$ cat src/rtl/uvr_pkg.sv
package uvr_pkg;

    localparam int OVS_DEF    = 16;
    localparam int VOTE_DEF   = 5;
    localparam int DATA_DEF   = 8;
    localparam int DIVW_DEF   = 16;

    typedef enum logic [2:0] {
        ST_WAIT_HIGH = 3'd0,
        ST_IDLE      = 3'd1,
        ST_START     = 3'd2,
        ST_DATA      = 3'd3,
        ST_STOP      = 3'd4
    } rx_state_e;

    // tick on which the centred vote window is complete
    function automatic int decide_tick(input int ovs, input int nvote);
        return ovs / 2 + nvote / 2;
    endfunction

endpackage

$ cat src/rtl/uvr_sync.sv
module uvr_sync #(
    parameter int STAGES = 2
) (
    input  logic clk,
    input  logic rst,
    input  logic d_i,
    output logic q_o
);
    logic [STAGES-1:0] ff;

    generate
        if (STAGES == 1) begin : g_one
            always_ff @(posedge clk) begin
                if (rst) ff <= 1'b1;
                else     ff <= d_i;
            end
        end else begin : g_many
            always_ff @(posedge clk) begin
                if (rst) ff <= '1;
                else     ff <= {ff[STAGES-2:0], d_i};
            end
        end
    endgenerate

    assign q_o = ff[STAGES-1];
endmodule

$ cat src/rtl/uvr_prescale.sv
module uvr_prescale #(
    parameter int DIV_W = 16
) (
    input  logic             clk,
    input  logic             rst,
    input  logic [DIV_W-1:0] div_i,
    output logic             tick_o
);
    logic [DIV_W-1:0] cnt;
    logic [DIV_W-1:0] lim;

    always_comb begin
        lim    = (div_i == '0) ? '0 : div_i - 1'b1;
        tick_o = (cnt >= lim);
    end

    always_ff @(posedge clk) begin
        if (rst)         cnt <= '0;
        else if (tick_o) cnt <= '0;
        else             cnt <= cnt + 1'b1;
    end
endmodule

$ cat src/rtl/uvr_vote.sv
module uvr_vote #(
    parameter int NVOTE = 5
) (
    input  logic clk,
    input  logic rst,
    input  logic tick_i,
    input  logic smp_i,
    output logic vote_o
);
    localparam int CW = $clog2(NVOTE + 1);
    localparam logic [CW-1:0] HALF = CW'(NVOTE / 2);

    logic [NVOTE-2:0] win;
    logic [NVOTE-1:0] all_s;
    logic [CW-1:0]    ones;

    always_ff @(posedge clk) begin
        if (rst)         win <= '1;
        else if (tick_i) win <= {win[NVOTE-3:0], smp_i};
    end

    always_comb begin
        all_s = {win, smp_i};
        ones  = '0;
        for (int i = 0; i < NVOTE; i++) ones = ones + CW'(all_s[i]);
        vote_o = (ones > HALF);
    end
endmodule

$ cat src/rtl/uart_vote_rx.sv
module uart_vote_rx
    import uvr_pkg::*;
#(
    parameter int DATA_W = DATA_DEF,
    parameter int DIV_W  = DIVW_DEF,
    parameter int OVS    = OVS_DEF,
    parameter int NVOTE  = VOTE_DEF
) (
    input  logic              clk,
    input  logic              rst,
    input  logic [DIV_W-1:0]  div_i,
    input  logic              rxd_i,
    output logic [DATA_W-1:0] data_o,
    output logic              valid_o,
    output logic              ferr_o
);
    localparam int TW = $clog2(OVS);
    localparam int BW = $clog2(DATA_W + 1);
    localparam logic [TW-1:0] T_DEC  = TW'(decide_tick(OVS, NVOTE));
    localparam logic [TW-1:0] T_LAST = TW'(OVS - 1);
    localparam logic [BW-1:0] B_LAST = BW'(DATA_W - 1);

    logic        rx_s;
    logic        tick_w;
    logic        vote_w;
    rx_state_e   st;
    logic [TW-1:0]     tcnt;
    logic [BW-1:0]     bidx;
    logic [DATA_W-1:0] shreg;

    uvr_sync #(.STAGES(2)) u_sync (
        .clk(clk), .rst(rst), .d_i(rxd_i), .q_o(rx_s)
    );

    uvr_prescale #(.DIV_W(DIV_W)) u_pre (
        .clk(clk), .rst(rst), .div_i(div_i), .tick_o(tick_w)
    );

    uvr_vote #(.NVOTE(NVOTE)) u_vote (
        .clk(clk), .rst(rst), .tick_i(tick_w), .smp_i(rx_s), .vote_o(vote_w)
    );

    always_ff @(posedge clk) begin
        if (rst) begin
            st      <= ST_WAIT_HIGH;
            tcnt    <= '0;
            bidx    <= '0;
            shreg   <= '0;
            data_o  <= '0;
            valid_o <= 1'b0;
            ferr_o  <= 1'b0;
        end else begin
            valid_o <= 1'b0;
            ferr_o  <= 1'b0;
            if (tick_w) begin
                case (st)
                    ST_WAIT_HIGH: begin
                        if (rx_s) st <= ST_IDLE;
                    end
                    ST_IDLE: begin
                        if (!rx_s) begin
                            st   <= ST_START;
                            tcnt <= TW'(1);
                        end
                    end
                    default: begin
                        tcnt <= (tcnt == T_LAST) ? '0 : tcnt + 1'b1;
                        if (tcnt == T_DEC) begin
                            case (st)
                                ST_START: begin
                                    if (vote_w) st <= ST_IDLE;
                                end
                                ST_DATA: begin
                                    shreg <= {vote_w, shreg[DATA_W-1:1]};
                                end
                                ST_STOP: begin
                                    data_o <= shreg;
                                    if (vote_w) begin
                                        valid_o <= 1'b1;
                                        st      <= ST_IDLE;
                                    end else begin
                                        ferr_o  <= 1'b1;
                                        st      <= ST_WAIT_HIGH;
                                    end
                                end
                                default: st <= ST_WAIT_HIGH;
                            endcase
                        end else if (tcnt == T_LAST) begin
                            case (st)
                                ST_START: begin
                                    st   <= ST_DATA;
                                    bidx <= '0;
                                end
                                ST_DATA: begin
                                    if (bidx == B_LAST) st <= ST_STOP;
                                    else                bidx <= bidx + 1'b1;
                                end
                                default: ;
                            endcase
                        end
                    end
                endcase
            end
        end
    end
endmodule

$ cat config.mk
export PLATFORM = sky130hd
export DESIGN_NAME = uart_vote_rx
export DESIGN_NICKNAME = d
export VERILOG_FILES = /design/src/rtl/uvr_pkg.sv /design/src/rtl/uvr_sync.sv /design/src/rtl/uvr_prescale.sv /design/src/rtl/uvr_vote.sv /design/src/rtl/uart_vote_rx.sv
export SDC_FILE = /design/constraint.sdc
export NUM_CORES = 1
export LEC_CHECK = 0
export ABC_AREA = 0
export BUFFER_PORTS_ARGS = -buffer_cell sky130_fd_sc_hd__buf_2
export CAP_MARGIN = 20
export CORE_UTILIZATION = 55
export CTS_CLUSTER_SIZE = 28
export DETAILED_ROUTE_END_ITERATION = 10
export PLACE_DENSITY = 0.72
export SYNTH_ARGS = -nofsm -noshare
export SYNTH_HDL_FRONTEND = slang
export SYNTH_SLANG_ARGS = --single-unit
$ cat constraint.sdc
create_clock -name clk -period 8.3 [get_ports clk]
set_input_delay 0.83 -clock clk [delete_from_list [all_inputs] [get_ports clk]]
set_output_delay 0.83 -clock clk [all_outputs]
set_load 0.05 [all_outputs]
==> metrics.cfg, run 1 <==
[floorplan]
dieArea_um2=5750
die_w_um=75.9
io_pins=29
num_rows=26
core_um2=5170
chipHeight_um=75.9
initial_utilization_pct=58.0

[placed_design]
io_buffer_count=28
dpl_cell_area_um2=3150
place_hpwl_mm=4.23
gp_congestion=0.857

[synth]
ys_types=51
postSynthCellCount=355
synth_top_area_cell=dfxtp_1
ys_ff_latch=51
syn_area_um2=3000
syn_avg_cell_area_um2=8.45
ys_warn_count=0
yosysSeqAreaShare_pct=34.0
synth_top_area_share_pct=34.0
synth_fp_nets=400
synth.area.top_cells=dfxtp_1, ha_1, nand2_1

[worst_setup_path]
crit_fanout=18
crit_path_start_kind=primary input
rr_worst_depth=13
path_class=primary input to flip-flop
r2r_start=u_sync.ff[1]
reg2reg_to=st[2]
cp.required_ps=8520
critPathCapture=shreg[4]
critPathArrivalTime_ps=4790
reg2reg_setup_slack_ps=5260
crit_start=div_i[5]
critPathCaptureType=flip-flop

[pwr]
power_mw=0.429
leakagePower_nw=1.44
vdd_drop_max_mv=0.101
power.density_nw_per_um2=132

[timing]
worst_pin_slew_ps=864
final.setup_skew_ps=4.65
finalCriticalPeriod_ps=4570
setup_viol=0
rsz0062_at_grt=no
clock.fmax_mhz=219
tns_ps=0
period_share_pct=55.0
max_slew_margin_pct=42.3
finalMaxSlewViolations=0
finalHoldViolations=0

[clock_network]
post_cts_buffers=0
cts_tree=built
cts_sinks=51
cts_made_buffers=5
cts_buffer_depth=2
clk_pin_slew_ps=90
cts-root-buf=clkbuf_8
ctsHoldBuffers=0
htree_levels=2
clkLatencyLatePin_ps=300
cts_resized=0

[final_layout]
final_cell_area_um2=3250
utilization_pct=62.7
antennaDiodeCount=0
multi_input_area_um2=1850
ff_latch_area_um2=1020
fillers=463
drive_above_1_share_pct=13.3
synthToLayoutAreaGrowth_pct=8.17
final_nets=420

[detailed_routing]
drc=0
firstDrtPassIters=4
wl_per_cell_um=12.6
drtIter0Drc=109
num_vias=2439
drtAntennaViolNets=0
drt-total-wl_mm=5.61
viasPerCell=5.47

[global_routing]
grt_pass1_vias=2066
grt_max_degree=31
overflow=0
gr-usage-all-layers_pct=21.2
antenna_found_initial=0
grt_pass1_wl_mm=9.36

[flow_run]
drv_cap=0

[min_path]
hp-class=flip-flop to flip-flop
hold_start=u_sync.ff[0]

[run_status]
outcome=finished, final reports clean

-- state kept, by name, indices dropped and copies added (netlist names) --
register and flops:
u_pre.cnt 16, data_o 8, shreg 8, bidx 4, tcnt 4, u_vote.win 4, st 3, u_sync.ff 2
ferr_o 1, valid_o 1
-- where the power goes --
group	switching [mW]	leakage, nW	internal, mW
registers	0.00216	0.412	0.246
logic	0.0188	0.978	0.0147
clock network	0.0791	0.0484	0.0684
total	0.100	1.44	0.329
-- cell usage after synthesis (all sizes together) --
| cell type | count |
|---|---|
| a32o | 1 |
| nand4 | 5 |
| or4 | 2 |
| o41ai | 2 |
| or3b | 1 |
| nor2 | 35 |
| inv | 15 |
| mux2 | 1 |
| a21oi | 7 |
| o221a | 1 |
| nand4b | 2 |
| nor2b | 2 |
| nand3b | 3 |
| o211ai | 3 |
| clkbuf | 9 |
| mux2i | 16 |
| dfxtp | 51 |
| buf | 6 |
| o311ai | 3 |
| nand3 | 15 |
| o21ai | 8 |
| and2 | 3 |
| nand2b | 5 |
| or2 | 6 |
| and4 | 1 |
| a22oi | 1 |
| a31o | 2 |
| a21o | 2 |
| xor2 | 17 |
| a2111oi | 1 |
| ha | 24 |
| o21a | 3 |
| a2111o | 1 |
| and3 | 3 |
| fa | 2 |
| nor4 | 4 |
| or3 | 3 |
| a222oi | 1 |
| nand2 | 58 |
| xnor2 | 11 |
| o31ai | 3 |
| o2111ai | 1 |
| a31oi | 5 |
| nor3 | 10 |
-- metal layers --
metal  track usage [%]  share of wire (%)
met5                 0                  0
met2              31.5                 43
met4              3.70               0.48
met1              32.1                 53
met3              3.97                3.3
-- worst max-delay path, stage by stage --
cell	delay [ps]
buf_2	110
nor4_1	540
nand2_1	210
nor2_1	250
nand2_1	100
xnor2_1	130
nand2_1	70
ha_1	310
a21o_1	160
a21o_1	170
a2111oi_0	530
and3_1	640
or3_1	480
mux2i_1	250
-- per-stage QoR --
stage | instances | hold slack (ps) | worst slack, ps
after floorplan | 355 | 389 | 4340
after CTS | 446 | 436 | 3740
after global routing | 446 | 447 | 3310
final | 446 | 428 | 3730
after global placement | 438 | 406 | 3670
after detailed placement | 438 | 413 | 3450
-- cell families (layout without fill, tap and decap cells) --
family	Yosys count	count (layout)	synth area share [%]
xor+xnor	28	28	8.17
simple gates	158	158	25.7
mux	17	17	5.71
buf+inv	30	51	4.46
compound gates	45	45	10.6
fa+ha+maj	26	26	11.3
flops	51	51	34.0
-- how the worst min path moves through the flow --
| stage | to | slack [ps] | depth (start not counted) |
|---|---|---|---|
| floorplan | u_sync.ff[1] | 390 | 1 |
| global placement | u_sync.ff[1] | 410 | 1 |
| detailed placement | u_sync.ff[1] | 410 | 1 |
| CTS | u_sync.ff[1] | 440 | 1 |
| global route | u_sync.ff[1] | 450 | 1 |
| finish | u_sync.ff[1] | 430 | 1 |
-- cells in the final DEF (no fill, tap or decap), types with 11 or more instances in the layout --
cell type / count
xnor2_1: 11
nand3_1: 15
nand2_1: 58
dfxtp_1: 51
mux2i_1: 16
buf_2: 28
inv_1: 15
nor2_1: 35
xor2_1: 17
ha_1: 24
-- final cells by class --
type                            instances  area share [%]
Clock buffer                            7            2.66
Clock inverter                          1           0.270
Inverter                               15            1.73
Multi-Input combinational cell        274            56.9
Sequential cell                        51            31.5
Tap cell                               70            2.70
Timing Repair Buffer                   28            4.32
No activity file was read; power rests on OpenSTA's default activity.
==> run 2: changes to the inputs <==
==> constraint.sdc (replaced) <==
create_clock -name clk -period 4.4 [get_ports clk]
set_input_delay 0.44 -clock clk [delete_from_list [all_inputs] [get_ports clk]]
set_output_delay 0.44 -clock clk [all_outputs]
set_load 0.05 [all_outputs]
==> run 2 against run 1 <==
Against the previous run: clock skew increased by 5.4 ps; register-to-register slack got worse by 3900 ps; critical path type unchanged; first-iteration DRC count increased by 29%; count of clock-buffer cells in the layout decreased by 2; sequential cell count unchanged; sequential share of layout area decreased by 0.18 points; global-route usage increased by 0.78 points; clock power increased by 89%.
==> metrics.cfg, run 2 (synthesis gave the netlist of run 1 again) <==
[global_routing]
grt_pass1_wl_mm=9.63  ; +2.8%
grt_pass1_vias=2228  ; +7.8%
gr-usage-all-layers_pct=22.0  ; +0.78 points
overflow=0  ; unchanged
grt_max_degree=31  ; unchanged
antenna_found_initial=0  ; unchanged

[detailed_routing]
drt-total-wl_mm=5.68  ; +1.3%
drtAntennaViolNets=0  ; unchanged
firstDrtPassIters=4  ; unchanged
wl_per_cell_um=12.6  ; +0.59%
viasPerCell=5.48  ; +0.19%
drtIter0Drc=141  ; +29%
drc=0  ; unchanged
num_vias=2460  ; +0.86%

[worst_setup_path]
cp.required_ps=4640  ; -3880 ps
critPathCaptureType=flip-flop
path_class=primary input to flip-flop
crit_chain=buf_2, nor4_1, buf_4, nand2_1, nor2_1, nand2_1, xnor2_1, nand2_1, ha_1, a21o_1, a21o_1, a2111oi_0, and3_1, or3_1, mux2i_1
cp_slowest_cell=a2111oi_0
critPathArrivalTime_ps=4000  ; -790 ps
cp_top_family=simple AND/OR/NAND/NOR gates
crit_fanout=8  ; -10
cp_common_cell=nand2_1
crit_buf_inv=2  ; +1
crit_path_start_kind=primary input
worst_path_largest_cell_delay_ps=650  ; about the same

[clock_network]
cts_sinks=51  ; unchanged
post_cts_buffers=0  ; unchanged
clk_pin_slew_ps=100  ; about the same
cts_resized=0  ; unchanged
htree_levels=2  ; unchanged
cts-root-buf=clkbuf_8
cts_buffer_depth=2  ; unchanged
clkLatencyLatePin_ps=310  ; about the same
cts_made_buffers=5  ; unchanged
ctsHoldBuffers=0  ; unchanged
cts_tree=built

[min_path]
hp-class=primary input to flip-flop

[final_layout]
layout_commonest_cell=nand2_1
final_cell_area_um2=3260  ; +0.58%
drive_above_1_share_pct=14.2  ; +0.95 points
multi_input_area_um2=1850  ; unchanged
fillers=480  ; +3.7%
largest_reg_flops=16  ; unchanged
antennaDiodeCount=0  ; unchanged
ff_latch_area_um2=1020  ; unchanged
final_nets=423  ; +0.71%
utilization_pct=63.1  ; +0.36 points
synthToLayoutAreaGrowth_pct=8.80
mostFrequentLayoutCells=nand2_1, dfxtp_1, nor2_1
largestRegisters=u_pre.cnt x16, data_o x8, shreg x8
largest_register=u_pre.cnt

[pwr]
power_mw=0.812  ; +89%
leakagePower_nw=1.45  ; +1.1%
power.density_nw_per_um2=249  ; +88%
vdd_drop_max_mv=0.223  ; +120%

[floorplan]
die_w_um=75.9  ; unchanged
initial_utilization_pct=58.0  ; unchanged
num_rows=26  ; unchanged
dieArea_um2=5750  ; unchanged
io_pins=29  ; unchanged
chipHeight_um=75.9  ; unchanged
core_um2=5170  ; unchanged

[timing]
tns_ps=0  ; unchanged
setup_viol=0  ; unchanged
worst_pin_slew_ps=896  ; +32.2 ps
finalCriticalPeriod_ps=3760
final.setup_skew_ps=10.1  ; +5.42 ps
rsz0062_at_grt=no
clock.fmax_mhz=266
finalHoldViolations=0  ; unchanged
finalMaxSlewViolations=0  ; unchanged
max_slew_margin_pct=40.2  ; -2.2 points
setup_ws_ps=639  ; -3100 ps
period_share_pct=85.5

[placed_design]
place_hpwl_mm=4.32  ; +2.1%
io_buffer_count=28  ; unchanged
place_ws_ps=295  ; -3150 ps
gp_congestion=0.902  ; +5.3%
dpl_cell_area_um2=3170  ; +0.71%

[run_status]
outcome=finished, final reports clean

[flow_run]
drv_cap=0  ; unchanged

-- run 2: cell types whose count changed in the layout (fill, tap and decap cells not counted) --
| cell | before | now |
|---|---|---|
| inv_6 | 0 | 2 |
| clkbuf_8 | 6 | 5 |
| clkinv_2 | 0 | 1 |
| clkinv_4 | 1 | 0 |
| buf_4 | 0 | 3 |
| clkbuf_1 | 1 | 0 |
-- run 2: layout make-up --
cell class                 instances  share of cell area [%]
inverter                          15                    1.72
clock inverter                     3                   0.690
timing repair buffer              31                    4.98
multi-input combinational        274                    56.5
clock buffer                       5                    2.11
tap                               70                    2.68
sequential                        51                    31.3
-- run 2: worst paths after layout --
check	start	endpoint	slack, ps	cells past startpoint
hold / removal	rxd_i	u_sync.ff[0]	320	2
setup reg to reg	u_sync.ff[1]	st[2]	1310	13
setup / recovery	div_i[5]	shreg[3]	640	15
hold reg to reg	u_sync.ff[0]	u_sync.ff[1]	430	1
-- run 2: metal layers --
metal  GRT usage, %  routed length [µm]  vias up
met5              0                   0        -
met4           8.44                  81        0
met3           6.35                 183        9
met2           32.6                2430       30
met1           30.1                2980     1143
li1               -                   -     1278
-- run 2: through the flow --
| step | cells | hold WS, ps |
|---|---|---|
| 2_1_floorplan | 355 | 389 |
| 3_3_place_gp | 441 | 408 |
| 3_5_place_dp | 441 | 407 |
| 4_1_cts | 449 | 314 |
| 5_1_grt | 449 | 321 |
| 6_report | 449 | 319 |
-- run 2: power by group --
group	total, mW	internal [mW]	switching (mW)
Combinational	0.0643	0.0281	0.0362
Sequential	0.468	0.465	0.00395
Clock	0.279	0.115	0.164
-- run 2: worst register-to-register path, stage by stage (launching register included) --
cell and delay, ps:
dfxtp_1 370, ha_1 300, inv_1 50, fa_1 470, inv_1 40, ha_1 160, inv_1 70, fa_1 390
nand2b_1 210, a21oi_1 160, o21ai_0 140, nand2_1 90, and3_1 210, mux2_2 340
